**src/rtl/msi_pkg.sv**
```systemverilog
package msi_pkg;
  typedef enum logic [1:0] {
    LN_INV = 2'd0,
    LN_SHR = 2'd1,
    LN_MOD = 2'd2
  } line_st_e;

  typedef enum logic [1:0] {
    BC_NONE = 2'd0,
    BC_RD   = 2'd1,
    BC_RDX  = 2'd2,
    BC_WB   = 2'd3
  } bus_cmd_e;

  typedef enum logic [1:0] {
    CS_IDLE = 2'd0,
    CS_REQ  = 2'd1,
    CS_WAIT = 2'd2,
    CS_RESP = 2'd3
  } ctl_st_e;
endpackage

```
**src/rtl/msi_cpu_xfer.sv**
```systemverilog
module msi_cpu_xfer
  import msi_pkg::*;
(
  input  line_st_e cur,
  input  logic     tag_eq,
  input  logic     is_wr,
  output logic     need_bus,
  output bus_cmd_e cmd,
  output line_st_e nxt
);
  logic present;
  assign present = tag_eq && (cur != LN_INV);

  always_comb begin
    need_bus = 1'b0;
    cmd      = BC_NONE;
    nxt      = cur;
    if (is_wr) begin
      nxt = LN_MOD;
      if (!(present && cur == LN_MOD)) begin
        need_bus = 1'b1;
        cmd      = BC_RDX;
      end
    end else if (!present) begin
      need_bus = 1'b1;
      cmd      = BC_RD;
      nxt      = LN_SHR;
    end
  end
endmodule

```
**src/rtl/msi_snoop_xfer.sv**
```systemverilog
module msi_snoop_xfer
  import msi_pkg::*;
(
  input  line_st_e cur,
  input  bus_cmd_e cmd,
  output line_st_e nxt,
  output logic     flush
);
  always_comb begin
    nxt   = cur;
    flush = 1'b0;
    case (cur)
      LN_MOD: begin
        if (cmd == BC_RD) begin
          nxt   = LN_SHR;
          flush = 1'b1;
        end else if (cmd == BC_RDX) begin
          nxt   = LN_INV;
          flush = 1'b1;
        end
      end
      LN_SHR: begin
        if (cmd == BC_RDX) nxt = LN_INV;
      end
      default: nxt = cur;
    endcase
  end
endmodule

```
**src/rtl/msi_line_store.sv**
```systemverilog
module msi_line_store
  import msi_pkg::*;
#(
  parameter int IDX_W  = 3,
  parameter int TAG_W  = 7,
  parameter int DATA_W = 32
) (
  input  logic              clk,
  input  logic              rst,
  input  logic [IDX_W-1:0]  a_idx,
  output line_st_e          a_state,
  output logic [TAG_W-1:0]  a_tag,
  output logic [DATA_W-1:0] a_data,
  input  logic [IDX_W-1:0]  b_idx,
  output line_st_e          b_state,
  output logic [TAG_W-1:0]  b_tag,
  output logic [DATA_W-1:0] b_data,
  input  logic              w_en,
  input  logic [IDX_W-1:0]  w_idx,
  input  line_st_e          w_state,
  input  logic [TAG_W-1:0]  w_tag,
  input  logic              w_data_en,
  input  logic [DATA_W-1:0] w_data,
  input  logic              s_en,
  input  logic [IDX_W-1:0]  s_idx,
  input  line_st_e          s_state
);
  localparam int LINES = 1 << IDX_W;

  line_st_e          st_q   [LINES];
  logic [TAG_W-1:0]  tag_q  [LINES];
  logic [DATA_W-1:0] data_q [LINES];

  always_ff @(posedge clk) begin
    if (rst) begin
      for (int i = 0; i < LINES; i++) st_q[i] <= LN_INV;
    end else begin
      if (w_en) st_q[w_idx] <= w_state;
      if (s_en) st_q[s_idx] <= s_state;
    end
  end

  // Tag and data carry no reset so they map onto memory primitives.
  always_ff @(posedge clk) begin
    if (w_en) tag_q[w_idx] <= w_tag;
    if (w_en && w_data_en) data_q[w_idx] <= w_data;
  end

  assign a_state = st_q[a_idx];
  assign a_tag   = tag_q[a_idx];
  assign a_data  = data_q[a_idx];
  assign b_state = st_q[b_idx];
  assign b_tag   = tag_q[b_idx];
  assign b_data  = data_q[b_idx];

  AST_ONE_STATE_WRITER: assert property (@(posedge clk) disable iff (rst)
    !(w_en && s_en));
endmodule

```
**src/rtl/msi_snoop_unit.sv**
```systemverilog
module msi_snoop_unit
  import msi_pkg::*;
#(
  parameter int IDX_W  = 3,
  parameter int TAG_W  = 7,
  parameter int DATA_W = 32
) (
  input  logic              clk,
  input  logic              rst,
  input  logic              en,
  input  logic              snp_valid,
  input  bus_cmd_e          snp_cmd,
  input  logic [IDX_W-1:0]  snp_idx,
  input  logic [TAG_W-1:0]  snp_tag,
  input  line_st_e          l_state,
  input  logic [TAG_W-1:0]  l_tag,
  input  logic [DATA_W-1:0] l_data,
  output logic              upd_en,
  output logic [IDX_W-1:0]  upd_idx,
  output line_st_e          upd_state,
  output logic              flush_q,
  output logic [DATA_W-1:0] flush_data_q
);
  logic     hit;
  logic     need_flush;
  line_st_e nxt;

  assign hit = en && snp_valid && (l_tag == snp_tag) && (l_state != LN_INV);

  msi_snoop_xfer u_xfer (
    .cur   (l_state),
    .cmd   (snp_cmd),
    .nxt   (nxt),
    .flush (need_flush)
  );

  assign upd_en    = hit && (nxt != l_state);
  assign upd_idx   = snp_idx;
  assign upd_state = nxt;

  always_ff @(posedge clk) begin
    if (rst) begin
      flush_q      <= 1'b0;
      flush_data_q <= '0;
    end else begin
      flush_q <= hit && need_flush;
      if (hit && need_flush) flush_data_q <= l_data;
    end
  end

  AST_FLUSH_NEEDS_SNOOP: assert property (@(posedge clk) disable iff (rst)
    flush_q |-> $past(snp_valid));
  AST_FLUSH_ONE_CYCLE: assert property (@(posedge clk) disable iff (rst)
    (flush_q && !$past(snp_valid, 1)) |-> 1'b0);
endmodule

```
**src/rtl/msi_snoop_ctrl.sv**
```systemverilog
module msi_snoop_ctrl
  import msi_pkg::*;
#(
  parameter int ADDR_W = 10,
  parameter int DATA_W = 32,
  parameter int IDX_W  = 3
) (
  input  logic              clk,
  input  logic              rst,
  input  logic              cpu_req,
  input  logic              cpu_we,
  input  logic [ADDR_W-1:0] cpu_addr,
  input  logic [DATA_W-1:0] cpu_wdata,
  output logic              cpu_ready,
  output logic [DATA_W-1:0] cpu_rdata,
  output logic              cpu_from_cache,
  output logic              bus_req,
  input  logic              bus_gnt,
  output logic [1:0]        bus_cmd,
  output logic [ADDR_W-1:0] bus_addr,
  output logic [DATA_W-1:0] bus_wdata,
  input  logic              bus_done,
  input  logic [DATA_W-1:0] bus_rdata,
  input  logic              bus_shared_in,
  input  logic              snp_valid,
  input  logic [1:0]        snp_cmd,
  input  logic [ADDR_W-1:0] snp_addr,
  output logic              snp_flush,
  output logic [DATA_W-1:0] snp_data
);
  localparam int TAG_W = ADDR_W - IDX_W;

  logic [IDX_W-1:0]  cpu_idx, snp_idx;
  logic [TAG_W-1:0]  cpu_tag, snp_tag;
  line_st_e          a_state, b_state;
  logic [TAG_W-1:0]  a_tag, b_tag;
  logic [DATA_W-1:0] a_data, b_data;

  ctl_st_e  ctl_q;
  bus_cmd_e cmd_q;
  line_st_e pend_nxt_q;

  logic     need_bus;
  bus_cmd_e p_cmd;
  line_st_e p_nxt;
  logic     victim_dirty;

  logic              sn_en, sn_upd_en;
  logic [IDX_W-1:0]  sn_upd_idx;
  line_st_e          sn_upd_state;

  logic              hit_wr, fill, wb_done, accept_hit;
  logic              w_en, w_data_en;
  logic [TAG_W-1:0]  w_tag;
  logic [DATA_W-1:0] w_data;
  line_st_e          w_state;

  assign cpu_idx = cpu_addr[IDX_W-1:0];
  assign cpu_tag = cpu_addr[ADDR_W-1:IDX_W];
  assign snp_idx = snp_addr[IDX_W-1:0];
  assign snp_tag = snp_addr[ADDR_W-1:IDX_W];

  msi_cpu_xfer u_cpu_xfer (
    .cur      (a_state),
    .tag_eq   (a_tag == cpu_tag),
    .is_wr    (cpu_we),
    .need_bus (need_bus),
    .cmd      (p_cmd),
    .nxt      (p_nxt)
  );

  assign victim_dirty = (a_tag != cpu_tag) && (a_state == LN_MOD);

  // Snoops are ignored only while this cache owns the bus.
  assign sn_en = (ctl_q != CS_WAIT);

  msi_snoop_unit #(
    .IDX_W (IDX_W), .TAG_W (TAG_W), .DATA_W (DATA_W)
  ) u_snoop (
    .clk          (clk),
    .rst          (rst),
    .en           (sn_en),
    .snp_valid    (snp_valid),
    .snp_cmd      (bus_cmd_e'(snp_cmd)),
    .snp_idx      (snp_idx),
    .snp_tag      (snp_tag),
    .l_state      (b_state),
    .l_tag        (b_tag),
    .l_data       (b_data),
    .upd_en       (sn_upd_en),
    .upd_idx      (sn_upd_idx),
    .upd_state    (sn_upd_state),
    .flush_q      (snp_flush),
    .flush_data_q (snp_data)
  );

  assign accept_hit = (ctl_q == CS_IDLE) && cpu_req && !snp_valid && !need_bus;
  assign hit_wr     = accept_hit && cpu_we;
  assign fill       = (ctl_q == CS_WAIT) && bus_done && (cmd_q != BC_WB);
  assign wb_done    = (ctl_q == CS_WAIT) && bus_done && (cmd_q == BC_WB);

  assign w_en      = hit_wr || fill || wb_done;
  assign w_data_en = hit_wr || fill;
  assign w_tag     = wb_done ? a_tag : cpu_tag;
  assign w_state   = wb_done ? LN_INV : (fill ? pend_nxt_q : LN_MOD);
  assign w_data    = cpu_we ? cpu_wdata : bus_rdata;

  msi_line_store #(
    .IDX_W (IDX_W), .TAG_W (TAG_W), .DATA_W (DATA_W)
  ) u_store (
    .clk       (clk),
    .rst       (rst),
    .a_idx     (cpu_idx),
    .a_state   (a_state),
    .a_tag     (a_tag),
    .a_data    (a_data),
    .b_idx     (snp_idx),
    .b_state   (b_state),
    .b_tag     (b_tag),
    .b_data    (b_data),
    .w_en      (w_en),
    .w_idx     (cpu_idx),
    .w_state   (w_state),
    .w_tag     (w_tag),
    .w_data_en (w_data_en),
    .w_data    (w_data),
    .s_en      (sn_upd_en),
    .s_idx     (sn_upd_idx),
    .s_state   (sn_upd_state)
  );

  always_ff @(posedge clk) begin
    if (rst) begin
      ctl_q          <= CS_IDLE;
      cmd_q          <= BC_NONE;
      pend_nxt_q     <= LN_INV;
      bus_req        <= 1'b0;
      bus_addr       <= '0;
      bus_wdata      <= '0;
      cpu_ready      <= 1'b0;
      cpu_rdata      <= '0;
      cpu_from_cache <= 1'b0;
    end else begin
      cpu_ready <= 1'b0;
      case (ctl_q)
        CS_IDLE: begin
          if (cpu_req && !snp_valid) begin
            if (!need_bus) begin
              cpu_ready <= 1'b1;
              cpu_rdata <= cpu_we ? cpu_wdata : a_data;
              ctl_q     <= CS_RESP;
            end else begin
              bus_req    <= 1'b1;
              ctl_q      <= CS_REQ;
              pend_nxt_q <= p_nxt;
              if (victim_dirty) begin
                cmd_q     <= BC_WB;
                bus_addr  <= {a_tag, cpu_idx};
                bus_wdata <= a_data;
              end else begin
                cmd_q     <= p_cmd;
                bus_addr  <= cpu_addr;
                bus_wdata <= '0;
              end
            end
          end
        end
        CS_REQ: begin
          if (snp_valid) begin
            if (sn_upd_en && (sn_upd_idx == cpu_idx)) begin
              bus_req <= 1'b0;
              ctl_q   <= CS_IDLE;
            end
          end else if (bus_gnt) begin
            ctl_q <= CS_WAIT;
          end
        end
        CS_WAIT: begin
          if (bus_done) begin
            bus_req <= 1'b0;
            if (cmd_q == BC_WB) begin
              ctl_q <= CS_IDLE;
            end else begin
              cpu_ready      <= 1'b1;
              cpu_rdata      <= cpu_we ? cpu_wdata : bus_rdata;
              cpu_from_cache <= bus_shared_in;
              ctl_q          <= CS_RESP;
            end
          end
        end
        default: ctl_q <= CS_IDLE;
      endcase
    end
  end

  assign bus_cmd = cmd_q;

  AST_RESET_QUIET: assert property (@(posedge clk)
    rst |=> (!bus_req && !cpu_ready && !snp_flush));
  AST_HIT_NO_BUS: assert property (@(posedge clk) disable iff (rst)
    accept_hit |=> (cpu_ready && !bus_req));
  AST_READY_PULSE: assert property (@(posedge clk) disable iff (rst)
    cpu_ready |=> !cpu_ready);
  AST_WB_BEFORE_FILL: assert property (@(posedge clk) disable iff (rst)
    wb_done |=> (!bus_req && !cpu_ready));
  AST_BUS_HOLD: assert property (@(posedge clk) disable iff (rst)
    (ctl_q == CS_WAIT && !bus_done) |=>
      (bus_req && $stable(bus_cmd) && $stable(bus_addr)));
endmodule

```
**config.mk**
```make
export PLATFORM = sky130hd
export DESIGN_NAME = msi_snoop_ctrl
export DESIGN_NICKNAME = d
export VERILOG_FILES = /design/src/rtl/msi_pkg.sv /design/src/rtl/msi_cpu_xfer.sv /design/src/rtl/msi_snoop_xfer.sv /design/src/rtl/msi_line_store.sv /design/src/rtl/msi_snoop_unit.sv /design/src/rtl/msi_snoop_ctrl.sv
export SDC_FILE = /design/constraint.sdc
export NUM_CORES = 1
export LEC_CHECK = 0
export BUFFER_PORTS_ARGS = -buffer_cell sky130_fd_sc_hd__buf_2
export CORE_UTILIZATION = 50
export CTS_CLUSTER_DIAMETER = 100
export DETAILED_ROUTE_END_ITERATION = 7
export GPL_TIMING_DRIVEN = 0
export PLACE_DENSITY = 0.67
export SYNTH_ARGS = -nofsm -noshare
export SYNTH_HDL_FRONTEND = slang
export SYNTH_SLANG_ARGS = --single-unit
```
**constraint.sdc**
```tcl
create_clock -name clk -period 8.14 [get_ports clk]
set_input_delay 2.035 -clock clk [delete_from_list [all_inputs] [get_ports clk]]
set_output_delay 2.035 -clock clk [all_outputs]
set_load 0.02 [all_outputs]
```
==> impl_metrics.ini <==
[sta]
max_slew.worst_pin.slew_ns = 1.366
setup_viol = 0
hold_slack_ns = 0.4473
timing.final.crit_share = 0.7808
relSlewSlack = 0.08604
min_period_ns = 6.355
final.setup.tns_ns = 0
finalHoldViolations = 0
max_freq_ghz = 0.1573
slew_viol_final = 0
setup_ws_ns = 1.785
grt_setup_unrepaired = false
fin_skew_ns = 0.01551

[placement]
dp_hpwl_um = 46160
dp_cells = 2218
place_area_um2 = 22440
post-place-ws_ns = 1.319
gp_congestion = 0.9106
io_buffers = 199

[routing]
antenna_left = 0
drc = 0
first_pass_iters = 6
viasPerCell = 6.536
routed_wirelength_um = 66660
drtIter0Drc = 1995
wl_per_cell_um = 28.93
num_vias = 15060

[setup_path]
crit_required_ns = 8.60
startpoint_type = primary input
arrival_ns = 6.81
path_max_fanout = 10
path_class = in -> reg
cp-end-kind = register

[floorplanning]
num_io_pins = 206
die_h_um = 204.4
core_um2 = 40100
die_area_um2 = 41760
start_util = 0.5106
die_w_um = 204.4
rows = 73

[clocking]
cts_max_level = 2
cts_buffer_depth = 3
postCtsSetupRepairBufs = 0
root_buffer = clkbuf_16
clk_pin_slew_ns = 0.06
cts_resized = 0
cts_tree = built
clk_latency_ns = 0.60
ctsHoldBuffers = 0
numCtsBuffers = 46
clock-sinks = 444

[grt]
grt_overflow = 0
grt_start_max_net_pins = 22
grt_use_total = 0.3230
grt_pass1_wl_um = 96500
antenna_found_initial = 1
grt_pass1_vias = 14770

[cells_and_area]
fin_area_um2 = 23900
final_util = 0.5962
n_antenna_cell = 0
nNetsFinal = 1844
area.growth.synth_to_final_pct = 16.75
final_cells = 2304
layout-drive-gt1-share = 0.2794

[pwr]
ir_drop_v = 0.0001742
p_leak_nw = 8.525
power.total_mw = 5.371
powerDensity_nw_per_um2 = 224.7

[min_path]
hp-class = reg -> reg

[outcome]
status = finished clean

[synth]
synth-seq-cells = 444
seq_area_frac_synth = 0.5945
synth_edf_count = 328
synth_nets = 1582
ys_types = 63
yosys_most_used_dff = edfxtp_1
yosysWarningCount = 0
synthArstFlopShare = 0
syn_inst = 1479
syn_avg_cell_area_um2 = 13.84
netlist_area_um2 = 20470

[job]
cap_viol_max_count = 0
## cells in the mapped netlist, types with 3 or more instances
library cell,n,share of area
edfxtp_1,328,0.48
nor2_1,148,0.027
a22oi_1,116,0.043
dfxtp_1,116,0.11
mux2i_1,102,0.050
mux4_2,87,0.096
a21oi_1,85,0.021
mux2_2,84,0.046
clkbuf_1,77,0.014
nand2_1,66,0.012
or3_1,38,0.012
and4_1,28,0.012
o21ai_0,17,0.0042
inv_1,15,0.0027
buf_2,13,0.0032
nor3_1,12,0.0029
o21a_1,10,0.0037
buf_1,9,0.0016
ha_1,9,0.0055
nand3_1,9,0.0022
nor2b_1,9,0.0027
a221oi_1,8,0.0034
xnor2_1,8,0.0034
a22o_1,7,0.0030
o22ai_1,7,0.0021
and2_1,5,0.0015
nand2b_1,5,0.0015
and3_1,4,0.0012
xor2_1,4,0.0017
buf_6,3,0.0016
buf_8,3,0.0022
nand4_1,3,0.00092
o2111ai_1,3,0.0013
## final timing paths
kind,start,end,slack [ns],cells after the start
worst min register to register,bus_wdata[20],bus_wdata[20],0.45,2
worst max-delay path,snp_addr[2],u_snoop.flush_data_q[9],1.78,12
worst min-delay path,bus_wdata[20],bus_wdata[20],0.45,2
worst max register to register,u_store.st_q[7][0],u_snoop.flush_data_q[9],3.80,11
## sequential cells by signal, indices dropped and copies added (netlist names)
| register | flops |
|---|---|
| cpu_ready | 1 |
| cpu_from_cache | 1 |
| u_snoop.flush_q | 1 |
| u_snoop.flush_data_q | 32 |
| bus_addr | 10 |
| u_store.st_q | 16 |
| bus_req | 1 |
| pend_nxt_q | 2 |
| bus_cmd | 2 |
| bus_wdata | 32 |
| cpu_rdata | 32 |
| ctl_q | 2 |
| u_store.tag_q | 56 |
| u_store.data_q | 256 |
## power by group
| part | switching, mW | internal (mW) |
|---|---|---|
| Sequential | 0.0363 | 2.50 |
| Clock | 0.894 | 1.17 |
| Combinational | 0.494 | 0.279 |
| Total | 1.42 | 3.95 |
## cells by family after synthesis
family,share of synthesized area
mux,0.1929
simple gates,0.07895
fa+ha+maj,0.005500
buf+inv,0.02842
compound gates,0.09466
xor+xnor,0.005133
flops,0.5945
## layout make-up
type / instances / area, um^2
Tap cell: 525 / 656.9
Clock buffer: 64 / 1289
Timing Repair Buffer: 214 / 1244
Multi-Input combinational cell: 910 / 7782
Inverter: 16 / 60.06
Buffer: 109 / 521.8
Sequential cell: 444 / 12170
Clock inverter: 22 / 178.9
Fill cell: 3113 / 16190
## routing by layer
metal	up-vias	share of wire	global-route usage
li1	6310	-	-
met1	7514	0.39	0.4380
met2	1051	0.45	0.4998
met3	183	0.13	0.07813
met4	0	0.039	0.1311
met5	-	0	0
## critical path, cell delays in order
cell and delay, ns:
buf_2 0.27, clkbuf_1 0.83, mux2i_1 0.35, ha_1 0.30, nor3b_1 0.40, nand3_1 0.16
nor4_1 1.04, nand3b_1 0.15, clkbuf_1 0.37, clkbuf_1 0.51, mux2i_1 0.30, nor2_1 0.06
## placed cells by master, fill, tap and decap left out, drive strengths merged, types with 3 or more instances in the layout
cell type and count:
a211oi 3, nand4 3, clkinv 16, o21ai 17
o21a 10, and4 28, inv 18, edfxtp 328
o2111ai 4, xor2 4, mux4 87, a22oi 116
a22o 7, and2 5, mux2i 103, a21oi 86
mux2 84, nand2b 5, dfxtp 116, nand2 66
ha 9, or3 38, nor3 13, a221oi 8
and3 4, nor2 148, buf 246, clkbuf 141
nand3 9, o22ai 7, nor2b 9, xnor2 8
Note: power is estimated with default switching activity, not from simulation.
